File: config.mk
export PLATFORM = sky130hd
export DESIGN_NAME = dma_req_hs
export DESIGN_NICKNAME = d
export VERILOG_FILES = /design/src/rtl/dma_req_hs_pkg.sv /design/src/rtl/dma_strobe_fall.sv /design/src/rtl/dma_blk_cnt.sv /design/src/rtl/dma_req_hs.sv
export SDC_FILE = /design/constraint.sdc
export NUM_CORES = 1
export LEC_CHECK = 0
export BUFFER_PORTS_ARGS = -buffer_cell sky130_fd_sc_hd__buf_4
export CORE_MARGIN = 1.5
export CORE_UTILIZATION = 34
export DETAILED_ROUTE_END_ITERATION = 12
export PLACE_DENSITY = 0.61
export SYNTH_ARGS = -nofsm -noshare
export SYNTH_HDL_FRONTEND = slang
export SYNTH_SLANG_ARGS = --single-unit
File: constraint.sdc
create_clock -name clk_i -period 1.91 [get_ports clk_i]
set_clock_uncertainty 0.1 [all_clocks]
set_input_delay 0.382 -clock clk_i [delete_from_list [all_inputs] [get_ports clk_i]]
set_output_delay 0.382 -clock clk_i [all_outputs]
set_load 0.05 [all_outputs]
File: src/rtl/dma_req_hs_pkg.sv
package dma_req_hs_pkg;
  typedef enum logic [1:0] {
    ST_IDLE = 2'd0,
    ST_REQ  = 2'd1,
    ST_HOLD = 2'd2
  } hs_state_e;
endpackage

File: src/rtl/dma_strobe_fall.sv
module dma_strobe_fall (
  input  logic clk_i,
  input  logic rst_ni,
  input  logic stb_i,
  input  logic qual_i,
  output logic fall_o
);
  logic stb_q;

  always_ff @(posedge clk_i or negedge rst_ni) begin
    if (!rst_ni) stb_q <= 1'b0;
    else         stb_q <= stb_i;
  end

  // trailing edge of the strobe, qualified by acknowledge
  assign fall_o = stb_q & ~stb_i & qual_i;
endmodule

File: src/rtl/dma_blk_cnt.sv
module dma_blk_cnt #(
  parameter int unsigned CNT_W = 4
) (
  input  logic             clk_i,
  input  logic             rst_ni,
  input  logic             clr_i,
  input  logic             inc_i,
  input  logic [CNT_W-1:0] blk_i,
  output logic             last_o
);
  localparam int unsigned LW = CNT_W + 1;

  logic [LW-1:0] cnt_q;
  logic [LW-1:0] lim;

  // zero encodes a full block of 2^CNT_W words
  assign lim = (blk_i == '0) ? LW'(1) << CNT_W : {1'b0, blk_i};

  always_ff @(posedge clk_i or negedge rst_ni) begin
    if (!rst_ni)    cnt_q <= '0;
    else if (clr_i) cnt_q <= '0;
    else if (inc_i) cnt_q <= cnt_q + LW'(1);
  end

  assign last_o = (cnt_q + LW'(1)) == lim;
endmodule

File: src/rtl/dma_req_hs.sv
module dma_req_hs
  import dma_req_hs_pkg::*;
#(
  parameter int unsigned CNT_W = 4
) (
  input  logic             clk_i,
  input  logic             rst_ni,
  input  logic             sel_i,
  input  logic             act_i,
  input  logic             dir_rd_i,
  input  logic             src_rdy_i,
  input  logic             snk_rdy_i,
  input  logic [CNT_W-1:0] blk_words_i,
  input  logic             ack_i,
  input  logic             rd_stb_i,
  input  logic             wr_stb_i,
  output logic             req_o,
  output logic             req_oe_o,
  output logic             dd_oe_o,
  output logic             pop_o,
  output logic             push_o
);
  hs_state_e state_q, state_d;
  logic      ack_seen_q;
  logic      buf_ok, word, last, cnt_clr;

  dma_strobe_fall u_rd_fall (
    .clk_i (clk_i), .rst_ni(rst_ni), .stb_i(rd_stb_i), .qual_i(ack_i), .fall_o(pop_o)
  );

  dma_strobe_fall u_wr_fall (
    .clk_i (clk_i), .rst_ni(rst_ni), .stb_i(wr_stb_i), .qual_i(ack_i), .fall_o(push_o)
  );

  assign word    = pop_o | push_o;
  assign buf_ok  = sel_i & act_i & (dir_rd_i ? src_rdy_i : snk_rdy_i);
  assign cnt_clr = (state_q == ST_IDLE);

  dma_blk_cnt #(.CNT_W(CNT_W)) u_cnt (
    .clk_i (clk_i),
    .rst_ni(rst_ni),
    .clr_i (cnt_clr),
    .inc_i (word && state_q == ST_REQ),
    .blk_i (blk_words_i),
    .last_o(last)
  );

  always_comb begin
    state_d = state_q;
    unique case (state_q)
      ST_IDLE: if (buf_ok && !ack_i) state_d = ST_REQ;
      ST_REQ: begin
        if (word && last)                      state_d = ST_HOLD;
        else if ((ack_seen_q || ack_i) && !buf_ok) state_d = ST_HOLD;
      end
      ST_HOLD: if (!ack_i) state_d = ST_IDLE;
      default: state_d = ST_IDLE;
    endcase
  end

  always_ff @(posedge clk_i or negedge rst_ni) begin
    if (!rst_ni) begin
      state_q    <= ST_IDLE;
      ack_seen_q <= 1'b0;
    end else begin
      state_q <= state_d;
      if (state_q != ST_REQ) ack_seen_q <= 1'b0;
      else if (ack_i)        ack_seen_q <= 1'b1;
    end
  end

  assign req_o    = (state_q == ST_REQ);
  assign req_oe_o = sel_i;
  assign dd_oe_o  = ack_i & rd_stb_i;
endmodule

Word-level counts from Yosys, hierarchy flattened. Cells that the tools add are included.

Reduce and logical (&&, ||, !) cells: 12. Bitwise gates (word level): 10. Add/subtract/negate cells: 1. Equality and inequality tests: 7. Muxes and demuxes: 11.

Operators by type and width (number): $mux 5 (3); $mux 2 (4); $and 1x1->1 (7); $pmux 2 s3 (1); $add 5x1->5 const B (1); $eq 5x5->1 (1); $logic_and 1x1->1 (4); $logic_not 4->1 (1); $ne 2x1->1 const B (2); $reduce_bool 2->1 (2); $mux 1 (3); $ne 3x1->1 const B (1); $reduce_and 3->1 (1); $eq 2x1->1 const B (1); $eq 2x2->1 const B (1); $logic_not 1->1 (2); $logic_not 2->1 (1); $ne 2x2->1 const B (1); $not 1->1 (2); $logic_or 1x1->1 (1); $or 1x1->1 (1).

Output and inout port bits: 5. Input port bits: 14. Register bits: 10.

Logic depth before layout (Yosys ltp).
Depth in word-level cells: 7. Depth in mapped cells: 6. Depth with buffers taken out: 6.

Modules after synthesis. A second synthesis with hierarchy kept.

Cells, all modules: 58. Area, all modules: 594.3 µm².

By module, submodules not included: dma_blk_cnt (sequential area each 125.1 µm², area each 326.6 µm², times used 1, cells an instance 32); dma_req_hs (sequential area each 75.1 µm², area each 200.2 µm², times used 1, cells an instance 22); dma_strobe_fall (sequential area each 25.0 µm², area each 33.8 µm², times used 2, cells an instance 2).

Worst setup path after synthesis. OpenSTA, ideal clock, no wires.

Path type: flip-flop to flip-flop. Start point: reg u_cnt.cnt_q[0]. End point: reg state_q[0]. Required time: 1.690 ns. Cell stages (with the launch flop): 6. Library setup time: 0.120 ns. Arrival time: 1.404 ns. Slack: 0.285 ns. Path through: dfrtp_1 -> ha_1 -> xor2_1 -> nor4_2 -> o211ai_2 -> o211a_1.

Longest elaborated chain between the ends: 5. Elaborated cells between the ends (all ways): 7. Classes of those cells: add/sub: 1; eq/ne: 2; mux: 2; reduce/logical: 2.

RTL lines: start: declaration (line dma_blk_cnt.sv:13) `logic [LW-1:0] cnt_q;`; start signal: assignment (line dma_blk_cnt.sv:22) `else if (inc_i) cnt_q <= cnt_q + LW'(1);`; $add 5x1->5 * (line dma_blk_cnt.sv:25) `assign last_o = (cnt_q + LW'(1)) == lim;`; $eq 5x5->1 * (line dma_blk_cnt.sv:25); $logic_and 1x1->1 * (line dma_req_hs.sv:53) `if (word && last) state_d = ST_HOLD;`; $ne 3x1->1 (no line) / $mux 2 (equally long branches); $reduce_and 3->1 (no line) / $pmux 2 s3 (equally long branches); end signal: assignment (line dma_req_hs.sv:66) `state_q <= state_d;`; end: declaration (line dma_req_hs.sv:23) `hs_state_e state_q, state_d;`.

Every way passes the cells marked *; elsewhere a longest branch is shown, timed or not. A chain may end at the register's enable or synchronous reset.

Final worst setup path.
Start point: reg state_q[1]. End point: out req_o.

Longest elaborated chain between the ends: 1.

RTL lines: $eq 2x1->1 (line dma_req_hs.sv:72) `assign req_o = (state_q == ST_REQ);`; end: declaration (line dma_req_hs.sv:17) `output logic req_o,`.

Every way passes these cells.

==> metrics <==
maximum vdd drop 0.000346 V; Clk network pwr share 0.309; setup TNS after final layout 0 ps; final HPWL from detailed placement 1110 um; Antenna Violating Nets Remaining 0; # Max-Cap Violations 0; cts hold-fix bufs 1; gate count of the mapped netlist 67; setup violators final 0; # IOs 19; Die H 47.6 um; worst hold slack 139 ps; count of endpoints failing hold in the final timing report 0; PD cells 540 nW/um2; number of placement rows 15; per-instance average area after synthesis 10.1 um2; Critical Path Source Type flop; status complete, no violations; Antenna diodes 0; Max-slew headroom 0.720; switching power share of the total 0.279; count of synthesis-stage warnings from yosys 0; leading cell types in the layout, fill and taps excluded buf_4, dfrtp_1; Layout Utilization 0.479; Max clock buf depth 2; maximum number of pins on one net before global-route repair 13; Die Area 2260 um2; number of nets in the layout 105; CTS tree built; clock latency on the worst-skew pair 260 ps; via count of the first global-routing pass 552; highest achievable clock rate 578 MHz; total track usage 0.151; leading cell type in the layout, fill and taps excluded buf_4; kind of end point of the critical path primary output; share of the clock period used by the worst path after layout 0.906; Core Area 1800 um2; hold crit path type in2reg; origin of the worst setup path state_q[1]$_DFFE_PN0P_; die outline width 47.6 um; unrepaired setup endpoints after global routing false; total wire length 1460 um; Required @ worst endpoint 1430 ps; initial standard-cell utilization of the core 0.375; setup bufs post-CTS 0; internal portion of total power 336 uW; post-layout min period 1730 ps; sequential power share 0.479; #FFs+latches synth 10; distinct cell type count of the synthesized netlist 37; share of post-route cells with drive strength above 1 0.330; 1st-pass router iterations 4; share of power burned in combinational logic 0.212; count of port buffers added during placement 18; Area Overhead vs Synth 27.8%; DRC Markers 0; detailed-route wire length per cell 12.9 um; share of synthesized flip-flops with an asynchronous set or reset 1.00; Clock Sink Count 10; final standard cell count with taps included and fillers excluded 113; total gr overflow 0; library cell used as clock root buffer clkbuf_4; cell area after technology mapping 676 um2; routability congestion estimate 0.739; Gates resized, CTS repair 0; number of flops mapped to enable cells by yosys 0; post-placement cell count 109; top fanout value on the critical path 7; initial antenna violation count 0; number of design-rule violations left by the first detailed-router iteration 11; dominant register cell in the synthesized netlist dfrtp_1; Worst Tran Pin Value 420 ps; CTS clk-pin slew, worst paths 70 ps; DR vias/cell 5.19; final max-slew violation count 0; number of CTS-inserted buffers 3; Sw Pwr 130 uW; first-pass GRT wire length 2380 um; critical register-to-register path startpoint u_cnt.cnt_q[0]$_DFFE_PN0P_; data arrival time of the critical path 1250 ps; sequential element share of the synthesized area 0.370; leakage power of the design 0.000417 uW; total via count after detailed routing 587; start-to-end type of the worst setup path reg2out; Worst Min Path Start wr_stb_i; net count of the mapped netlist 82; H-tree levels 1; internal reg-to-reg setup slack 180 ps
## final cells by class
cell class / instances / area, um2
sequential: 10 / 250
fill: 191 / 938
timing repair buffer: 20 / 153
tap: 25 / 31.3
clock buffer: 3 / 22.5
inverter: 1 / 3.75
multi-input combinational: 54 / 403
## per-stage QoR
step	total power (uW)	setup WS, ps	area (um2)
6_report	466	179	863
5_1_grt	488	64.6	863
4_1_cts	471	174	863
3_5_place_dp	325	179	831
3_3_place_gp	325	233	831
2_1_floorplan	280	285	676
## worst max-delay path, cell delays in order, from the launching register on
cell      delay (ps)
dfrtp_1          450
nand2b_1         190
inv_1            130
buf_4            220
## layer usage
metal,global-route usage,wire length (um)
met5,0,0
met4,0.0811,0
met3,0.0113,32
met2,0.241,718
met1,0.203,705
## power groups by stage
stage | Combinational (uW) | Sequential, uW | Clock [uW]
floorplan | 54.9 | 225 | 0
global placement | 97.5 | 227 | 0
detailed placement | 98.0 | 227 | 0
CTS | 100 | 223 | 149
global route | 107 | 224 | 157
finish | 98.8 | 224 | 144
## sequential cells by signal (all words and copies together), names as in the netlist
name / count
u_cnt.cnt_q: 5
u_rd_fall.stb_q: 1
ack_seen_q: 1
u_wr_fall.stb_q: 1
state_q: 2
## cell usage after synthesis, drive strengths merged, types with 2 or more instances
library cell  instances  share of area
nor4                  2          0.028
xor2                  2          0.026
o21a                  2          0.022
buf                   2          0.028
xnor2                 3          0.050
dfrtp                10           0.37
and3                  2          0.019
a21o                  3          0.033
o41ai                 2          0.026
o21ai                 5          0.043
a21oi                 2          0.015
nand3                 2          0.015
nor2                  3          0.017
mux2                  2          0.033
nand2                 2          0.011
and2                  3          0.028
nor2b                 3          0.028
o211ai                4          0.052
## cell families (layout without fill, tap and decap cells)
| family | after synthesis | after routing | synth area share |
|---|---|---|---|
| AOI/OAI and AO/OA | 25 | 25 | 0.276 |
| DFF | 10 | 10 | 0.370 |
| adders and majority gates | 1 | 1 | 0.0185 |
| muxes | 3 | 3 | 0.0481 |
| xor gates and xnor gates | 5 | 5 | 0.0759 |
| and+or+nand+nor | 20 | 20 | 0.178 |
| buffers and inverters | 3 | 24 | 0.0333 |
## final timing paths
path / to / cells past startpoint
min in group asynchronous: u_cnt.cnt_q[3]$_DFFE_PN0P_ / 2
min reg2reg: ack_seen_q$_DFFE_PN0P_ / 2
min: u_wr_fall.stb_q$_DFF_PN0_ / 1
max in group asynchronous: ack_seen_q$_DFFE_PN0P_ / 2
max reg2reg: state_q[0]$_DFFE_PN0P_ / 5
max: req_o / 3
Power figures use the tool's default switching activity.
